**src/rtl/dfe_loop_pkg.sv**
```systemverilog
package dfe_loop_pkg;
  // Strobes from control to datapath, both one cycle after their trigger.
  typedef struct packed {
    logic rebuild;  // recompute candidate feedback table
    logic advance;  // select decision, shift history
  } loop_strobe_t;
endpackage

```
**src/rtl/dfe_loop_ctrl.sv**
```systemverilog
module dfe_loop_ctrl
  import dfe_loop_pkg::*;
(
  input  logic         clk,
  input  logic         rstN,
  input  logic         symValid,
  input  logic         coefWrEn,
  output loop_strobe_t stb
);
  always_ff @(posedge clk or negedge rstN) begin
    if (!rstN) begin
      stb <= '0;
    end else begin
      stb.rebuild <= coefWrEn;
      stb.advance <= symValid;
    end
  end
endmodule

```
**src/rtl/dfe_loop_datapath.sv**
```systemverilog
module dfe_loop_datapath
  import dfe_loop_pkg::*;
#(
  parameter int DATA_W = 8,
  parameter int MB     = 2,
  localparam int NHIST   = 2 * MB,
  localparam int NCAND   = 1 << NHIST,
  localparam int NCOEF   = 2 * NHIST,
  localparam int COEF_AW = $clog2(NCOEF),
  localparam int ACC_W   = DATA_W + NHIST + 1
) (
  input  logic                     clk,
  input  logic                     rstN,
  input  loop_strobe_t             stb,
  input  logic                     symValid,
  input  logic signed [DATA_W-1:0] ffI,
  input  logic signed [DATA_W-1:0] ffQ,
  input  logic                     coefWrEn,
  input  logic [COEF_AW-1:0]       coefAddr,
  input  logic signed [DATA_W-1:0] coefData,
  output logic                     decValid,
  output logic                     decI,
  output logic                     decQ
);
  localparam logic signed [ACC_W-1:0] ACC_MAX = ACC_W'((1 << (DATA_W - 1)) - 1);
  localparam logic signed [ACC_W-1:0] ACC_MIN = ~ACC_MAX;

  function automatic logic signed [ACC_W-1:0] sext(input logic signed [DATA_W-1:0] v);
    return {{(ACC_W - DATA_W){v[DATA_W-1]}}, v};
  endfunction

  function automatic logic signed [DATA_W-1:0] satAcc(input logic signed [ACC_W-1:0] x);
    logic signed [ACC_W-1:0] c;
    if (x > ACC_MAX)      c = ACC_MAX;
    else if (x < ACC_MIN) c = ACC_MIN;
    else                  c = x;
    return c[DATA_W-1:0];
  endfunction

  // Coefficient store: index = out*NHIST + src*MB + (tap-1)
  logic signed [DATA_W-1:0] coefMem [NCOEF];

  always_ff @(posedge clk or negedge rstN) begin
    if (!rstN) begin
      for (int i = 0; i < NCOEF; i++) coefMem[i] <= '0;
    end else if (coefWrEn && (int'(coefAddr) < NCOEF)) begin
      coefMem[coefAddr] <= coefData;
    end
  end

  logic [NCAND-1:0] candI, candQ, candIReg, candQReg;

  // One candidate per history pattern; history bit b = src*MB + (tap-1)
  for (genvar k = 0; k < NCAND; k++) begin : g_cand
    logic signed [ACC_W-1:0]  fbI, fbQ, uI, uQ;
    logic signed [DATA_W-1:0] tabI, tabQ, sumI, sumQ;

    always_comb begin
      fbI = '0;
      fbQ = '0;
      for (int b = 0; b < NHIST; b++) begin
        if (((k >> b) & 1) != 0) begin
          fbI = fbI + sext(coefMem[b]);
          fbQ = fbQ + sext(coefMem[NHIST + b]);
        end
      end
    end

    always_ff @(posedge clk or negedge rstN) begin
      if (!rstN) begin
        tabI <= '0;
        tabQ <= '0;
      end else if (stb.rebuild) begin
        tabI <= satAcc(fbI);
        tabQ <= satAcc(fbQ);
      end
    end

    always_comb begin
      uI   = sext(ffI) + sext(tabI);
      uQ   = sext(ffQ) + sext(tabQ);
      sumI = satAcc(uI);
      sumQ = satAcc(uQ);
      candI[k] = ~sumI[DATA_W-1];
      candQ[k] = ~sumQ[DATA_W-1];
    end
  end

  always_ff @(posedge clk or negedge rstN) begin
    if (!rstN) begin
      candIReg <= '0;
      candQReg <= '0;
    end else if (symValid) begin
      candIReg <= candI;
      candQReg <= candQ;
    end
  end

  // Recursive loop: history register -> 1-bit mux -> history register
  logic [NHIST-1:0] histReg, histNext;
  logic             newI, newQ;

  assign newI = candIReg[histReg];
  assign newQ = candQReg[histReg];

  always_comb begin
    histNext = histReg;
    histNext[0]  = newI;
    histNext[MB] = newQ;
    for (int m = 1; m < MB; m++) begin
      histNext[m]      = histReg[m - 1];
      histNext[MB + m] = histReg[MB + m - 1];
    end
  end

  always_ff @(posedge clk or negedge rstN) begin
    if (!rstN) begin
      histReg  <= '0;
      decI     <= 1'b0;
      decQ     <= 1'b0;
      decValid <= 1'b0;
    end else begin
      decValid <= stb.advance;
      if (stb.advance) begin
        histReg <= histNext;
        decI    <= newI;
        decQ    <= newQ;
      end
    end
  end
endmodule

```
**src/rtl/precomp_dfe_loop.sv**
```systemverilog
module precomp_dfe_loop
  import dfe_loop_pkg::*;
#(
  parameter int DATA_W = 8,
  parameter int MB     = 2,
  localparam int COEF_AW = $clog2(4 * MB)
) (
  input  logic                     clk,
  input  logic                     rstN,
  input  logic                     symValid,
  input  logic signed [DATA_W-1:0] ffI,
  input  logic signed [DATA_W-1:0] ffQ,
  input  logic                     coefWrEn,
  input  logic [COEF_AW-1:0]       coefAddr,
  input  logic signed [DATA_W-1:0] coefData,
  output logic                     decValid,
  output logic                     decI,
  output logic                     decQ
);
  loop_strobe_t stb;

  dfe_loop_ctrl u_ctrl (
    .clk      (clk),
    .rstN     (rstN),
    .symValid (symValid),
    .coefWrEn (coefWrEn),
    .stb      (stb)
  );

  dfe_loop_datapath #(.DATA_W(DATA_W), .MB(MB)) u_dp (
    .clk      (clk),
    .rstN     (rstN),
    .stb      (stb),
    .symValid (symValid),
    .ffI      (ffI),
    .ffQ      (ffQ),
    .coefWrEn (coefWrEn),
    .coefAddr (coefAddr),
    .coefData (coefData),
    .decValid (decValid),
    .decI     (decI),
    .decQ     (decQ)
  );
endmodule

```
**config.mk**
```make
export PLATFORM = sky130hd
export DESIGN_NAME = precomp_dfe_loop
export DESIGN_NICKNAME = d
export VERILOG_FILES = /design/src/rtl/dfe_loop_pkg.sv /design/src/rtl/dfe_loop_ctrl.sv /design/src/rtl/dfe_loop_datapath.sv /design/src/rtl/precomp_dfe_loop.sv
export SDC_FILE = /design/constraint.sdc
export NUM_CORES = 1
export LEC_CHECK = 0
export ABC_AREA = 0
export BUFFER_PORTS_ARGS = -buffer_cell sky130_fd_sc_hd__buf_4
export CAP_MARGIN = 20
export CORE_MARGIN = 2
export CORE_UTILIZATION = 60
export DETAILED_ROUTE_END_ITERATION = 6
export GPL_TIMING_DRIVEN = 0
export PLACE_DENSITY = 0.76
export SLEW_MARGIN = 5
export SYNTH_ARGS = -nofsm -noshare
export SYNTH_HDL_FRONTEND = slang
export SYNTH_SLANG_ARGS = --single-unit
```
**constraint.sdc**
```tcl
create_clock -name clk -period 14.25 [get_ports clk]
set_clock_uncertainty 0.05 [all_clocks]
set_input_delay 0.7125 -clock clk [delete_from_list [all_inputs] [get_ports clk]]
set_output_delay 0.7125 -clock clk [all_outputs]
set_load 0.01 [all_outputs]
```
* Word level (Yosys, flattened, before mapping)
Cells that the tools add are included.
** Operators by class
- $add $sub $neg :: 52
- Order comparisons :: 127
- Mux-type cells :: 131
- Bitwise logic cells :: 33
- Reductions and logical operators :: 1
** Operators by type and width (number)
- two-way mux 8 bit :: 125
- adder 8 x 8 -> 9 bit :: 42
- greater-than comparator 9 x 8 -> 1 bit, second input constant :: 42
- less-than comparator 9 x 8 -> 1 bit, second input constant :: 42
- greater-than comparator 13 x 8 -> 1 bit, second input constant :: 10
- less-than comparator 13 x 8 -> 1 bit, second input constant :: 10
- adder 9 x 8 -> 10 bit :: 8
- greater-than comparator 8 bit, second input constant :: 10
- less-than comparator 8 bit, second input constant :: 10
- bitwise mux 64 bit :: 1
- NOT 1 bit :: 32
- adder 13 x 8 -> 13 bit :: 2
- demux 8 bit (select 3 bit) :: 1
- binary-select mux 1 bit (select 4 bit) :: 2
- less-than comparator 4 x 5 -> 1 bit, second input constant :: 1
- greater-or-equal comparator 4 bit, second input constant :: 1
- less-than comparator 4 x 1 -> 1 bit, second input constant :: 1
- NOT 3 -> 4 bit :: 1
- two-way mux 1 bit :: 2
- logical AND 1 bit :: 1
** Storage, ports and cells
- Bits in registers :: 345
- Input port bits :: 31
- Output and inout port bits :: 3
- Word-level logic and storage cells :: 390

* Depth between registers and ports, before layout
- Depth in word-level cells :: 6
- Mapped depth :: 22
- Mapped depth without buffers :: 21

* Cells and area by module
Synthesis repeated with hierarchy kept, for this count alone.
** Second synthesis, totals
- Cells, all modules :: 2633
- Area, all modules :: 26817.0 µm²
** Modules (own cells, without submodules)
- dfe_loop_datapath :: instances 1, cells each 2631, area an instance 26766.9 µm², sequential area each 8533.2 µm²
- dfe_loop_ctrl :: instances 1, cells each 2, area an instance 50.0 µm², sequential area each 50.0 µm²

* Least setup slack after synthesis
OpenSTA, ideal clock, no wires.
- Path kind :: reg-to-reg
- From :: register u_dp.coefMem[17] (netlist name)
- To :: register u_dp.g_cand[15].tabQ[2]
- Library setup time :: 0.077 ns
- Data arrival time :: 4.682 ns
- Data required time :: 14.123 ns
- Setup slack :: 9.440 ns
- Cell stages (with the launch flop) :: 21
- Buffers on the path :: 1
- Period minus slack after synthesis :: 4.810 ns
- Path through :: dfrtp_1 > ha_1 > a21o_1 > a21oi_1 > o21bai_1 > a2111oi_0 > nand2b_1 > xnor2_1 > ha_1 > nor2_1 > a21oi_1 > xor2_1 > ha_1 > clkbuf_1 > a211oi_1 > nor2_1 > xor2_1 > o21ai_0 > o41ai_4 > nand3_1 > a21oi_1
** On the way
- Cells in the longest elaborated chain, start to end :: 6
- Elaborated cells on any way between the ends :: 7
- Those cells by class :: 3 x add/sub; 2 x order compare; 2 x mux
** RTL lines
- start: declaration :: RTL line dfe_loop_datapath.sv:41 : logic signed [DATA_W-1:0] coefMem [NCOEF];
- start signal: indexed assignment :: RTL line dfe_loop_datapath.sv:47 : coefMem[coefAddr] <= coefData;
- adder 8 x 8 -> 9 bit * :: RTL line dfe_loop_datapath.sv:64 : fbQ = fbQ + sext(coefMem[NHIST + b]);
- adder 9 x 8 -> 10 bit * :: RTL line dfe_loop_datapath.sv:64
- adder 13 x 8 -> 13 bit * :: RTL line dfe_loop_datapath.sv:64
- less-than comparator 13 x 8 -> 1 bit :: RTL line dfe_loop_datapath.sv:35 : else if (x < ACC_MIN) c = ACC_MIN;
- two-way mux 8 bit :: RTL line dfe_loop_datapath.sv:35
- two-way mux 8 bit * :: RTL line dfe_loop_datapath.sv:34 : if (x > ACC_MAX) c = ACC_MAX;
- end signal: assignment :: RTL line dfe_loop_datapath.sv:75 : tabQ <= satAcc(fbQ);
- end: declaration :: RTL line dfe_loop_datapath.sv:56 : logic signed [DATA_W-1:0] tabI, tabQ, sumI, sumQ;
Every way passes the cells marked *; elsewhere a longest branch is shown, timed or not.
A chain may end at the register's enable or synchronous reset.

* Worst setup path after layout
Ends and elaborated chain as after synthesis.

==> results by group <==
Floorplan
  – Core ar.: 0.0440 mm^2
  – Row cnt: 77
  – Die Ht: 215 um
  – Die area: 0.0461 mm^2
  – Die Span X: 215 um
  – IO Count: 34
  – Starting Density: 60.5%

Cells and area
  – Most frequent cells in the layout: ha_1 (400), dfrtp_1 (343), nor2_1 (261)
  – Layout Area Growth over Synthesis: 9.53%
  – Finished Cell Area: 0.0292 mm^2
  – Nets: 3243
  – Fillcell total: 3534
  – Fin util: 66.3%
  – Non-filler cells, final: 3383
  – Commonest non-fill, non-tap cell in the layout: ha_1
  – Layout cells sized above 1: 11.4%

Critical path
  – CP startpoint: u_dp.coefMem[17]
  – Largest stage delay on the critical path: 0.64 ns
  – CP cell instances: ha_1 > a21o_1 > a21oi_1 > o21bai_1 > a2111oi_0 > nand2b_1 > xnor2_1 > ha_1 > nor2_1 > a21oi_1 > xor2_1 > ha_1 > clkbuf_1 > a211oi_1 > nor2_1 > xor2_1 > o21ai_0 > o41ai_4 > nand3_1 > a21oi_1
  – Crit path kind: reg -> reg
  – Required time of the critical path: 14.69 ns
  – Worst EP arrival: 6.31 ns
  – R2r startpoint: u_dp.coefMem[17]
  – WP buf/inv: 1
  – CP max FO: 10
  – Setup slack, reg-to-reg: 8.38 ns
  – Slowest-stage cell, CP: dfrtp_1
  – Crit path max-delay family: compound AO/OA/AOI/OAI gates
  – Critical path endpoint category: register
  – CP Launch Type: register

Synthesis
  – Synthesized cell area: 0.0266 mm^2
  – Post-synth EDFFs: 0
  – Most used DFF post-synth: dfrtp_1
  – Syn_area_per_cell: 9.94 um^2
  – Syn_nets: 3163
  – Async S/R FF share, synth: 100%
  – Distinct cells, synth: 74
  – Sequential cell area fraction in the yosys report: 32.2%
  – Synth warn: 0
  – #FFs+latches synth: 343
  – Synth Instances: 2680

Min path
  – HP Class: in -> async

Clock tree
  – H-tree levels: 2
  – Clock tree buffer depth: 3
  – CTS Root Cell: clkbuf_16
  – CTS tree: yes
  – Post-CTS Resized: 0
  – Hold Buf Count CTS: 0
  – Total CTS buffers: 40
  – Clock slew at reported path FFs: 0.06 ns
  – CTS Sinks: 343
  – Skew-Pair Late Insertion Delay: 0.57 ns
  – Setup Buffers After CTS: 0

Timing
  – Worst slew pin tran: 1.24 ns
  – Post-route setup slack: 8.38 ns
  – Unrepaired setup endpoints after global routing: no
  – Fin. Hold Viols: 0
  – Setup_tns: 0 ns
  – FMAX: 170 MHz
  – Tcrit/Tclk final: 41.2%
  – Fin crit period: 5.87 ns
  – Setup violations, final: 0
  – Final slew viol count: 0
  – Worst slew margin: 17.2%

Route
  – Wire length per cell: 23.7 um
  – DRT antenna net count: 0
  – Vias: 21.8k
  – 1st-pass router iterations: 7
  – Initial drt markers: 1844
  – DRC: 0
  – Via density: 6.46
  – Total routed wirelength: 80300 um

Global route
  – Vias in the first global route: 21.6k
  – Total GRT Usage: 35.1%
  – Largest net degree at the start of global routing: 115
  – Remaining global-route overflow: 0
  – First-pass GRT wire length: 124000 um
  – Initial antenna violation count: 6

Place
  – Detailed placement HPWL: 57100 um
  – Pre-CTS setup slack: 8.48 ns
  – Inst Count DP: 3307
  – IO buf count: 30
  – GPL Wtd Cong: 0.909
  – Placed Area: 0.0277 mm^2

Power
  – PwrDens: 274 mW/mm^2
  – Worst vdd ir: 354 uV
  – LEAKAGE: 13.4 nW

Outcome
  – Status: complete, no violations

Run
  – Max-cap viol count: 0
## sequential cells by signal (all words and copies together) (netlist names)
signal,cells
u_dp.histReg,4
u_dp.g_cand.tabI,120
u_dp.candQReg,16
u_dp.decValid,1
u_ctrl.stb,2
u_dp.coefMem,64
u_dp.candIReg,16
u_dp.g_cand.tabQ,120
## cell families (layout without fill, tap and decap cells)
| logic type | after synthesis | after routing | synth area share [%] |
|---|---|---|---|
| mux | 190 | 190 | 8.35 |
| flops | 343 | 343 | 32.2 |
| other cells | 0 | 1 | 0 |
| fa+ha+maj | 452 | 452 | 22.7 |
| compound gates | 754 | 754 | 18.9 |
| xor+xnor | 114 | 114 | 3.75 |
| buf+inv | 180 | 290 | 2.54 |
| simple gates | 647 | 647 | 11.5 |
## worst paths after layout
path                                           end  depth (start not counted)
max                        u_dp.g_cand[15].tabQ[2]                         20
min                        u_dp.g_cand[15].tabQ[7]                          1
max reg2reg                u_dp.g_cand[15].tabQ[2]                         20
min reg2reg                u_dp.g_cand[15].tabQ[7]                          1
max in group asynchronous  u_dp.g_cand[12].tabI[1]                          3
min in group clk                     u_ctrl.stb[0]                          1
## metal layers
layer / track usage [%] / share of wire (%) / vias to the layer above
li1: - / - / 9991
met1: 47.3 / 42 / 10718
met2: 54.5 / 44 / 888
met3: 7.56 / 9.1 / 238
met4: 15.8 / 5.0 / 8
met5: 0 / 0.065 / -
## layout make-up
cell class                 count  area (um^2)  area share [%]
antenna                        1         2.50         0.00858
inverter                     126          473            1.62
sequential                   343         8580            29.4
clock inverter                15          236           0.811
multi-input combinational   2157        17400            59.6
timing repair buffer          38          373            1.28
tap                          592          741            2.54
clock buffer                  57         1190            4.07
buffer                        54          203           0.695
## cell usage after synthesis (all sizes together) (20+ instances only)
| cell | number | area share (%) |
|---|---|---|
| a211oi | 20 | 0.56 |
| a21o | 91 | 2.6 |
| a21oi | 197 | 3.7 |
| a31oi | 48 | 1.1 |
| clkbuf | 48 | 0.68 |
| dfrtp | 343 | 32 |
| fa | 52 | 3.9 |
| ha | 400 | 19 |
| inv | 126 | 1.8 |
| mux2 | 168 | 7.1 |
| nand2 | 100 | 1.4 |
| nand2b | 22 | 0.52 |
| nand3 | 45 | 0.85 |
| nor2 | 261 | 3.7 |
| nor2b | 95 | 2.3 |
| nor3 | 67 | 1.3 |
| o211ai | 55 | 1.6 |
| o21a | 33 | 0.93 |
| o21ai | 124 | 2.3 |
| o21bai | 30 | 0.86 |
| o221ai | 21 | 0.69 |
| xnor2 | 72 | 2.4 |
| xor2 | 42 | 1.4 |
## metrics by stage
stage	power (mW)	hold slack, ns
after floorplan	5.55	0.367
after global placement	6.55	0.422
after detailed placement	6.75	0.431
after CTS	7.92	0.0164
after global routing	8.67	0.0492
final	7.99	0.0113
## report_power, final
group          total, mW  internal [mW]  switching, mW  leakage, nW
Clock               1.13          0.688          0.439        0.693
Sequential          1.75           1.37          0.382         3.96
Combinational       5.11           2.21           2.90         8.72
Total               7.99           4.27           3.72         13.4
Note: power is estimated with default switching activity, not from simulation.
